===== src/rtl/txb_pkg.sv =====
package txb_pkg;
  // Identifies one of the two storage banks
  typedef enum logic [0:0] {
    BANK_LO = 1'b0,
    BANK_HI = 1'b1
  } bank_id_e;

  localparam int unsigned TXB_NUM_BANKS = 2;

  function automatic bank_id_e txb_other(input bank_id_e b);
    return bank_id_e'(~b);
  endfunction
endpackage


===== src/rtl/txb_ram.sv =====
// Simple dual-port storage, one write port, one registered read port
module txb_ram #(
  parameter int DW = 8,
  parameter int AW = 7
) (
  input  logic          clk,
  input  logic          we,
  input  logic [AW-1:0] waddr,
  input  logic [DW-1:0] wdata,
  input  logic          re,
  input  logic [AW-1:0] raddr,
  output logic [DW-1:0] rdata
);
  localparam int ENTRIES = 1 << AW;

  logic [DW-1:0] mem [ENTRIES];

  always_ff @(posedge clk) begin
    if (we) mem[waddr] <= wdata;
  end

  always_ff @(posedge clk) begin
    if (re) rdata <= mem[raddr];
  end
endmodule


===== src/rtl/txb_bank_state.sv =====
// Load side: bank ownership, counts, availability and overflow
module txb_bank_state
  import txb_pkg::*;
#(
  parameter int DEPTH = 64,
  parameter int CW    = 7,
  parameter int AW    = 6
) (
  input  logic          clk,
  input  logic          rst,
  input  logic          byte_we,
  input  logic          cnt_we,
  input  logic [CW-1:0] cnt_val,
  input  logic          free_pulse,
  output logic          ram_we,
  output logic [AW:0]   ram_waddr,
  output bank_id_e      send_sel,
  output logic          pending,
  output logic [CW-1:0] head_len,
  output logic          avail,
  output logic          ovf
);
  localparam logic [CW-1:0] DEPTH_C = CW'(DEPTH);

  logic [TXB_NUM_BANKS-1:0] full_q;
  logic [CW-1:0]            len_q [TXB_NUM_BANKS];
  bank_id_e                 load_sel_q, send_sel_q;
  logic [CW-1:0]            wr_cnt_q;
  logic                     avail_q, ovf_q;

  logic load_free, byte_ok, cnt_ok, any_free, reject;

  assign load_free = !full_q[load_sel_q];
  assign byte_ok   = byte_we && load_free && (wr_cnt_q < DEPTH_C);
  assign cnt_ok    = cnt_we && load_free && (cnt_val <= DEPTH_C);
  assign reject    = (byte_we && !byte_ok) || (cnt_we && !cnt_ok);
  assign any_free  = ~&full_q;

  // Per-bank ownership and length registers
  for (genvar b = 0; b < TXB_NUM_BANKS; b++) begin : g_bank
    always_ff @(posedge clk) begin
      if (rst) begin
        full_q[b] <= 1'b0;
        len_q[b]  <= '0;
      end else if (free_pulse && send_sel_q == bank_id_e'(b)) begin
        full_q[b] <= 1'b0;
      end else if (cnt_ok && load_sel_q == bank_id_e'(b)) begin
        full_q[b] <= 1'b1;
        len_q[b]  <= cnt_val;
      end
    end
  end

  always_ff @(posedge clk) begin
    if (rst) begin
      load_sel_q <= BANK_LO;
      send_sel_q <= BANK_LO;
      wr_cnt_q   <= '0;
      avail_q    <= 1'b1;
      ovf_q      <= 1'b0;
    end else begin
      if (cnt_ok) begin
        load_sel_q <= txb_other(load_sel_q);
        wr_cnt_q   <= '0;
      end else if (byte_ok) begin
        wr_cnt_q <= wr_cnt_q + 1'b1;
      end
      if (free_pulse) send_sel_q <= txb_other(send_sel_q);
      // commit drops the flag; any free bank raises it on the next cycle
      if (cnt_ok)        avail_q <= 1'b0;
      else if (any_free) avail_q <= 1'b1;
      if (reject) ovf_q <= 1'b1;
    end
  end

  assign ram_we    = byte_ok;
  assign ram_waddr = {load_sel_q, wr_cnt_q[AW-1:0]};
  assign send_sel  = send_sel_q;
  assign pending   = full_q[send_sel_q];
  assign head_len  = len_q[send_sel_q];
  assign avail     = avail_q;
  assign ovf       = ovf_q;

  // an accepted commit lowers the flag on the next cycle
  a_r3_commit_clears: assert property (@(posedge clk) disable iff (rst)
    (!$past(rst) && $past(cnt_ok)) |-> !avail_q);

  // nothing but a commit lowers the flag
  a_r5_only_commit_clears: assert property (@(posedge clk) disable iff (rst)
    (!$past(rst) && $past(avail_q) && !$past(cnt_ok)) |-> avail_q);

  // overflow is sticky until reset
  a_r9_overflow_sticky: assert property (@(posedge clk) disable iff (rst)
    (!$past(rst) && $past(ovf_q)) |-> ovf_q);

  // with both banks full the oldest is the next one to be loaded
  a_r8_commit_order: assert property (@(posedge clk) disable iff (rst)
    (&full_q) |-> (load_sel_q == send_sel_q));
endmodule


===== src/rtl/txb_reader.sv =====
// Send side: start, sequential reads, completion and rewind
module txb_reader
  import txb_pkg::*;
#(
  parameter int CW = 7,
  parameter int AW = 6
) (
  input  logic          clk,
  input  logic          rst,
  input  logic          start,
  input  logic          rd_en,
  input  logic          done,
  input  logic          ok,
  input  logic          pending,
  input  logic [CW-1:0] head_len,
  input  bank_id_e      send_sel,
  output logic          ram_re,
  output logic [AW:0]   ram_raddr,
  output logic          free_pulse
);
  logic          active_q;
  logic [CW-1:0] ptr_q;
  logic          can_start, rd_ok, finish;

  assign can_start  = start && pending && !active_q;
  assign rd_ok      = rd_en && active_q && (ptr_q < head_len);
  assign finish     = done && active_q;
  assign free_pulse = finish && ok;
  assign ram_re     = rd_ok;
  assign ram_raddr  = {send_sel, ptr_q[AW-1:0]};

  always_ff @(posedge clk) begin
    if (rst) begin
      active_q <= 1'b0;
      ptr_q    <= '0;
    end else if (can_start) begin
      active_q <= 1'b1;
      ptr_q    <= '0;
    end else if (finish) begin
      // success moves to the next bank, failure replays this one; both rewind
      active_q <= 1'b0;
      ptr_q    <= '0;
    end else if (rd_ok) begin
      ptr_q <= ptr_q + 1'b1;
    end
  end

  // no send begins while nothing is pending
  a_r10_idle_start: assert property (@(posedge clk) disable iff (rst)
    (!pending && !active_q) |=> !active_q);

  // reads never run past the committed length
  a_r2_ptr_bound: assert property (@(posedge clk) disable iff (rst)
    active_q |-> (ptr_q <= head_len));

  // a failed attempt keeps the bank and rewinds to its first byte
  a_r6_replay_rewind: assert property (@(posedge clk) disable iff (rst)
    (finish && !ok) |=> (pending && ptr_q == '0 && !active_q));
endmodule


===== src/rtl/txb_pingpong.sv =====
module txb_pingpong
  import txb_pkg::*;
#(
  parameter int DW    = 8,
  parameter int DEPTH = 64
) (
  input  logic                       clk,
  input  logic                       rst,
  input  logic                       cpu_byte_we,
  input  logic [DW-1:0]              cpu_byte,
  input  logic                       cpu_count_we,
  input  logic [$clog2(DEPTH+1)-1:0] cpu_count,
  output logic                       buf_avail,
  output logic                       overflow,
  input  logic                       snd_start,
  input  logic                       snd_rd_en,
  output logic [DW-1:0]              snd_rd_data,
  input  logic                       snd_done,
  input  logic                       snd_ok,
  output logic                       snd_pending,
  output logic [$clog2(DEPTH+1)-1:0] snd_len
);
  localparam int CW = $clog2(DEPTH + 1);
  localparam int AW = $clog2(DEPTH);

  logic          ram_we, ram_re, free_pulse, pending;
  logic [AW:0]   ram_waddr, ram_raddr;
  logic [CW-1:0] head_len;
  bank_id_e      send_sel;

  txb_bank_state #(.DEPTH(DEPTH), .CW(CW), .AW(AW)) u_state (
    .clk        (clk),
    .rst        (rst),
    .byte_we    (cpu_byte_we),
    .cnt_we     (cpu_count_we),
    .cnt_val    (cpu_count),
    .free_pulse (free_pulse),
    .ram_we     (ram_we),
    .ram_waddr  (ram_waddr),
    .send_sel   (send_sel),
    .pending    (pending),
    .head_len   (head_len),
    .avail      (buf_avail),
    .ovf        (overflow)
  );

  txb_reader #(.CW(CW), .AW(AW)) u_reader (
    .clk        (clk),
    .rst        (rst),
    .start      (snd_start),
    .rd_en      (snd_rd_en),
    .done       (snd_done),
    .ok         (snd_ok),
    .pending    (pending),
    .head_len   (head_len),
    .send_sel   (send_sel),
    .ram_re     (ram_re),
    .ram_raddr  (ram_raddr),
    .free_pulse (free_pulse)
  );

  txb_ram #(.DW(DW), .AW(AW + 1)) u_ram (
    .clk   (clk),
    .we    (ram_we),
    .waddr (ram_waddr),
    .wdata (cpu_byte),
    .re    (ram_re),
    .raddr (ram_raddr),
    .rdata (snd_rd_data)
  );

  assign snd_pending = pending;
  assign snd_len     = head_len;
endmodule


===== config.mk =====
export PLATFORM = sky130hd
export DESIGN_NAME = txb_pingpong
export DESIGN_NICKNAME = d
export VERILOG_FILES = /design/src/rtl/txb_pkg.sv /design/src/rtl/txb_ram.sv /design/src/rtl/txb_bank_state.sv /design/src/rtl/txb_reader.sv /design/src/rtl/txb_pingpong.sv
export SDC_FILE = /design/constraint.sdc
export NUM_CORES = 1
export LEC_CHECK = 0
export ABC_AREA = 1
export BUFFER_PORTS_ARGS = -buffer_cell sky130_fd_sc_hd__buf_4
export CAP_MARGIN = 0
export CORE_MARGIN = 2
export CORE_UTILIZATION = 40
export DETAILED_ROUTE_END_ITERATION = 8
export PLACE_DENSITY = 0.53
export REMOVE_ABC_BUFFERS = 1
export SYNTH_ARGS = -nofsm -noshare
export SYNTH_HDL_FRONTEND = slang
export SYNTH_SLANG_ARGS = --single-unit

===== constraint.sdc =====
create_clock -name clk -period 2.4 [get_ports clk]
set_input_delay 0.36 -clock clk [delete_from_list [all_inputs] [get_ports clk]]
set_output_delay 0.36 -clock clk [all_outputs]
set_load 0.01 [all_outputs]

==> metrics.md, run 1 <==
| Metric | Value |
|---|---|
| Run status | finished clean |
| Final TNS setup | 0 ns |
| Reg2Reg Depth | 7 |
| Sequential-to-total area share from yosys stat | 70.0% |
| Routed wire length | 129000 um |
| Synth cell count leaders | nand2_1 (1335), edfxtp_1 (1046), nor2_1 (610), nand3_1 (431), inv_1 (419) |
| Worst path max stage delay | 0.71 ns |
| Leakage power | 0.0215 uW |
| Sw frac | 20.9% |
| CP Class | flip-flop to flip-flop |
| Req. time, crit path | 2.94 ns |
| Worst Path Arrival | 2.90 ns |
| FP Rows | 123 |
| Peak VDD IR | 0.585 mV |
| Distinct cell type count after synthesis | 28 |
| Number of placed I/O pins | 41 |
| Clk_lat worst skew | 0.71 ns |
| Count of final hold-check violations | 0 |
| Fin crit share | 98.0% |
| Unrepaired setup endpoints after global routing | true |
| Vias | 31226 |
| Nets | 4691 |
| Min cycle time layout | 2.35 ns |
| Vias in the first global route | 30100 |
| N_diodes | 0 |
| DRC Markers | 0 |
| Initial Util | 40.4% |
| Area growth syn-to-layout | 19.2% |
| H-tree depth | 3 |
| Height of the die | 341 um |
| GRT Total Usage | 21.9% |
| Critical path endpoint | u_ram.rdata[3] |
| Routed length per instance | 20.7 um |
| Reg-to-reg slack, setup | 0.05 ns |
| Hold WC Path Type | input port to flip-flop |
| Yosys top cell area share | 69.1% |
| Global route overflow | 0 |
| Post-synth top area cell | edfxtp_1 |
| Clock sinks | 1068 |
| Detail Placement HPWL | 80300 um |
| Core Area | 113000 um2 |
| Crit start category | flip-flop |
| Critical path startpoint | u_reader.ptr_q[4] |
| Chip Width | 341 um |
| Number of synthesized flops with an enable pin | 1046 |
| Syn avg cell area | 10.4 um2 |
| Root Driver | clkbuf_16 |
| TritonCTS clock tree | yes |
| Layout cells sized above 1 | 12.6% |
| Final setup fails | 0 |
| Top FF cell, synth | edfxtp_1 |
| Capturing point of the worst reg2reg path | u_ram.rdata[3] |
| Die ar. | 116000 um2 |
| Synth Cell Area | 45500 um2 |
| Area contributors post-synth | edfxtp_1 (69%), nand2_1 (11%), nor2_1 (5.0%) |
| CTS max path bufs | 3 |
| Count leader, synth | nand2_1 |
| Worst-path clk slew | 0.06 ns |
| Filler cells | 10265 |
| Initial antenna violation count | 0 |
| Avg Vias per Cell | 5.00 |
| Share of total power in sequential cells | 51.8% |
| Fmax | 0.425 GHz |
| Cell mode on critical path | nor2_1 |
| First-pass GRT wire length | 191000 um |
| Crit-path max FO | 9 |
| Final Cell Area | 54200 um2 |
| P per Cell Area | 732 nW/um2 |
| Synth Instances | 4367 |
| Antenna Nets Post-Route | 0 |
| Clock power frac | 44.2% |
| Tightest Pin Transition | 0.904 ns |
| Crit Reg-Reg Startpoint | u_reader.ptr_q[4] |
| GPL Wtd Cong | 0.849 |
| Net Switching | 8310 uW |
| Total of max-cap violations | 0 |
| Setup WS post-layout | 0.0473 ns |
| Drt initial violations | 2661 |
| Yosys synthesis warning count | 0 |
| CTS Buf Count | 114 |
| CP Capture Type | flip-flop |
| Max transition margin | 39.5% |
| Critical Path Slowest Stage Cell | nor2_1 |
| Dpl ws | -0.0405 ns |
| First-pass DRT Iterations | 6 |
| Register area | 31900 um2 |
| Cell internal pwr | 31300 uW |
| Crit path cell chain | buf_4, nor2_1, buf_4, nand2_1, nand3_1, nor2_1, nor2_1 |
| Yosys reg bits | 1068 |
| Number of port buffers | 40 |
| Fin. max-slew vios | 0 |
| Pin count of the biggest net entering global routing | 85 |
| Area occupied by multi-input gates | 11100 um2 |
| Placed Area | 49900 um2 |
| Layout Skew | 0.0323 ns |
| Combinational share of power | 4.0% |
| Post-synth ARST share | 0% |
## power by group through the flow
stage	Combinational (uW)	Clock, uW	Sequential [uW]
final	1580	17500	20600
after global placement	1500	0	20900
after global routing	1710	18500	20500
after floorplan	609	0	21000
after detailed placement	1510	0	20900
after CTS	1530	17800	20500
## worst max-delay path: cells and delay by family (launching register included)
| family | cells | cell delay, ns |
|---|---|---|
| buffers and inverters | 2 | 0.57 |
| flip-flops | 1 | 0.51 |
| AND/OR/NAND/NOR | 5 | 1.10 |
## layer usage
metal | up-vias | track usage, % | part of all wire (%)
met5 | - | 0 | 0
met4 | 0 | 6.13 | 2.5
met3 | 180 | 3.21 | 5.7
met2 | 863 | 35.2 | 46
met1 | 15204 | 30.9 | 45
li1 | 14979 | - | -
## timing repair
item                       4_1_cts  5_1_grt
hold buffers                     9        0
setup endpoints to repair        6        9
cloned                           0        7
setup buffers                    0        7
hold endpoints to repair        16        0
gates resized for setup          6       55
## through the flow
step | hold slack, ns | std cells | utilization, % | power (uW)
floorplan | 0.427 | 4145 | - | 21600
global placement | 0.460 | 6019 | 44.3 | 22400
detailed placement | 0.464 | 6019 | 44.3 | 22400
CTS | 0.0162 | 6236 | 47.7 | 39900
global route | 0.0350 | 6250 | 48.1 | 40800
finish | 0.0599 | 6250 | 48.1 | 39700
## layout make-up
| class | instances | area share (%) |
|---|---|---|
| sequential | 1068 | 58.8 |
| multi-input combinational | 2649 | 20.5 |
| timing repair buffer | 396 | 7.39 |
| clock buffer | 139 | 5.56 |
| tap | 1500 | 3.46 |
| inverter | 428 | 3.03 |
| clock inverter | 69 | 1.25 |
| timing repair inverter | 1 | 0.0208 |
## placed cells by master, fill, tap and decap left out, drive strengths merged
cell type,instances
a21oi,31
a31oi,1
and3,4
buf,380
bufinv,14
clkbuf,146
clkinv,56
dfxtp,22
dlygate4sd3,9
edfxtp,1046
ha,10
inv,428
nand2,1335
nand3,431
nand4,7
nor2,610
nor3,5
nor4,2
o211ai,3
o21a,1
o21ai,202
o31ai,2
xnor2,1
xor2,4
## worst min path at each step
stage	end	cells past startpoint	startpoint	slack, ns
after CTS	u_ram.mem[92][3]	1	cpu_byte[3]	0.02
final	u_state.len_q[1][5]	3	cpu_count[5]	0.06
after detailed placement	u_state.full_q[0]	2	u_state.full_q[0]	0.46
after global routing	u_ram.mem[92][3]	1	cpu_byte[3]	0.03
after floorplan	flip-flop	1	rst	0.43
after global placement	u_state.full_q[0]	2	u_state.full_q[0]	0.46
## flip-flops by register name (all words and copies together) (netlist names), named ones only
name,count
u_state.send_sel,1
u_ram.rdata,8
u_state.len_q,14
u_state.avail,1
u_reader.active_q,1
u_ram.mem,1024
u_reader.ptr_q,7
u_state.full_q,2
u_state.ovf,1
u_state.wr_cnt_q,7
u_state.load_sel_q,1
## cells by family after synthesis
kind of cell	count (synthesis)	share of synthesized area (%)
adder cells (fa/ha/maj)	10	0.275
AO/OA/AOI/OAI	240	2.68
AND/OR/NAND/NOR	2394	21.0
buffers and inverters	650	5.86
XOR/XNOR	5	0.0963
flip-flops	1068	70.0
Power figures use the tool's default switching activity.
==> run 2, diff against run 1 <==
BUFFER_PORTS_ARGS = -buffer_cell sky130_fd_sc_hd__buf_2   (was -buffer_cell sky130_fd_sc_hd__buf_4)
==> run 2 against run 1 <==
Effect of this change: first-iteration DRC count grew 6.6%; sequential cell count is the same; die area is the same; sequential share of layout area grew 0.83 points; clock power is essentially flat; via count shrank 0.84%; largest power group unchanged; maximum frequency grew 1.9%.
==> metrics.md, run 2 (synthesized netlist as in run 1, its figures left out) <==
| Metric | Value |
|---|---|
| WP depth | 13 |
| FP Rows | 123 |
| Filler cells | 10424 |
| Fin. max-slew vios | 0 |
| Peak VDD IR | 0.598 mV |
| Clk_lat worst skew | 0.70 ns |
| Root Driver | clkbuf_16 |
| Worst path max stage delay | 0.39 ns |
| Global route overflow | 0 |
| CTS Buf Count | 115 |
| Top delay family on crit path | simple AND/OR/NAND/NOR gates |
| Max transition margin | 32.5% |
| Vias in the first global route | 29891 |
| Critical path endpoint | u_ram.rdata[3] |
| Drt initial violations | 2836 |
| Crit start category | flip-flop |
| Total of max-cap violations | 0 |
| Critical path startpoint | u_reader.ptr_q[0] |
| Detail Placement HPWL | 79200 um |
| Sw frac | 21.4% |
| Worst hold slack | 0.0390 ns |
| Most common cell after layout, fill and taps aside | nand2_1 |
| Core Area | 113000 um2 |
| Worst Path Arrival | 2.77 ns |
| Final Cell Area | 53400 um2 |
| Capturing point of the worst reg2reg path | u_ram.rdata[3] |
| Clock power frac | 43.8% |
| Nets | 4660 |
| Unrepaired setup endpoints after global routing | true |
| Min cycle time layout | 2.31 ns |
| N_diodes | 0 |
| Initial antenna violation count | 3 |
| Top flop regs | u_ram.mem: 1024 flops, u_state.len_q: 14 flops, u_ram.rdata: 8 flops |
| Share of total power in sequential cells | 52.5% |
| Hold WC Path Type | input port to flip-flop |
| Leakage power | 0.0212 uW |
| Vias | 30963 |
| Initial Util | 40.4% |
| Die ar. | 116000 um2 |
| Most frequent cells in the layout | nand2_1 (1334), edfxtp_1 (1046), nor2_1 (600), nand3_1 (429), inv_1 (417) |
| Cell mode on critical path | nor2_1 |
| Clock sinks | 1068 |
| Combinational share of power | 3.8% |
| Reg2Reg Depth | 13 |
| Post CTS Setup Buffer Count | 0 |
| TritonCTS clock tree | yes |
| Overall power | 39200 uW |
| CTS max path bufs | 3 |
| Number of port buffers | 40 |
| Run status | finished clean |
| Net Switching | 8380 uW |
| Buffers & Inverters on Critical Path | 3 |
| Chip Width | 341 um |
| Height of the die | 341 um |
| Largest Register | u_ram.mem |
| First-pass DRT Iterations | 5 |
| H-tree depth | 3 |
| CP Capture Type | flip-flop |
| Avg Vias per Cell | 4.97 |
| P per Cell Area | 733 nW/um2 |
| GRT Total Usage | 21.9% |
| Area growth syn-to-layout | 17.5% |
| Critical Path Slowest Stage Cell | dfxtp_4 |
| Worst-path clk slew | 0.06 ns |
| Layout cells sized above 1 | 11.3% |
| Cell internal pwr | 30800 uW |
| Reg-to-reg slack, setup | 0.09 ns |
| Final setup fails | 0 |
| Layout Skew | 0.0155 ns |
| Antenna Nets Post-Route | 0 |
| Count of final hold-check violations | 0 |
| Routed length per instance | 20.5 um |
| Req. time, crit path | 2.86 ns |
| Routed wire length | 128000 um |
| Crit Reg-Reg Startpoint | u_reader.ptr_q[0] |
| Max reg flops | 1024 |
| Pin count of the biggest net entering global routing | 82 |
| Fmax | 0.433 GHz |
| DRC Markers | 0 |
| CP Class | flip-flop to flip-flop |
| First-pass GRT wire length | 191000 um |
| Crit path cell chain | buf_12, buf_16, buf_6, nor2_1, nor2_1, o21ai_0, nand2_1, nor2_1, nor2_2, nor2_1, nor2_2, nor2_1, nor2_1 |
| Fin crit share | 96.2% |
| Placed Area | 49600 um2 |
| Number of placed I/O pins | 41 |
| Tightest Pin Transition | 1.01 ns |
| GPL Wtd Cong | 0.852 |
| Crit-path max FO | 45 |
run 2: changes by cell type in the layout (fill, tap and decap cells not counted), sizes merged:
cell | previous run | this run
buf | 380 | 355
clkbuf | 146 | 158
clkinv | 56 | 49
bufinv | 14 | 8
clkinvlp | 0 | 2
dlygate4sd3 | 9 | 10
run 2: timing repair:
| item | in CTS | in global routing |
|---|---|---|
| gates resized for setup | 5 | 16 |
| hold buffers | 10 | 0 |
| hold endpoints to repair | 15 | 0 |
| endpoints found under the setup margin | 5 | 24 |
| pin swaps | 0 | 1 |
run 2: worst min-delay path, cell delays in order:
cell and delay, ns:
buf_2 0.10, inv_1 0.06, nor2_1 0.09
run 2: area by class of cell:
class,count,area [um2],share of cell area (%)
Sequential cell,1068,31900,59.6
Multi-Input combinational cell,2649,11000,20.6
Timing Repair Buffer,365,3440,6.44
Clock buffer,158,3110,5.82
Tap cell,1500,1880,3.51
Inverter,428,1630,3.05
Clock inverter,59,503,0.941
run 2: through the flow:
| stage | std cells | utilization (%) | worst slack (ns) | TNS (ns) |
|---|---|---|---|---|
| after floorplan | 4145 | - | -19.71 | -451.57 |
| after global placement | 6000 | 44.1 | -0.0883 | -0.125 |
| after detailed placement | 6000 | 44.1 | -0.0898 | -0.143 |
| after CTS | 6227 | 47.4 | 0.0209 | 0 |
| after global routing | 6227 | 47.4 | -0.0218 | -0.0356 |
| final | 6227 | 47.4 | 0.0905 | 0 |
run 2: power by group through the flow:
stage	clock network [uW]	logic (uW)	registers, uW
final	17200	1470	20600
after global routing	18100	1610	20500
after CTS	17400	1480	20600
after detailed placement	0	1460	20900
after global placement	0	1450	20900
after floorplan	0	609	21000
run 2: routing by layer:
metal	track usage, %	up-vias	part of all wire [%]
met5	0	-	0
met4	6.38	0	2.8
met3	3.45	196	6.2
met2	34.8	929	46
met1	31.2	14925	45
li1	-	14913	-
run 2: how the worst min path moves through the flow:
| stage | depth (start not counted) | end | slack, ns | from |
|---|---|---|---|---|
| final | 3 | u_state.len_q[0][5] | 0.04 | cpu_count[5] |
| after global routing | 3 | u_state.len_q[1][2] | 0.06 | cpu_count[2] |
| after CTS | 3 | u_state.send_sel | 0.03 | snd_ok |
| after detailed placement | 2 | u_state.full_q[1] | 0.48 | u_state.full_q[1] |
| after global placement | 2 | u_state.full_q[1] | 0.47 | u_state.full_q[1] |
| after floorplan | 1 | flip-flop | 0.43 | rst |
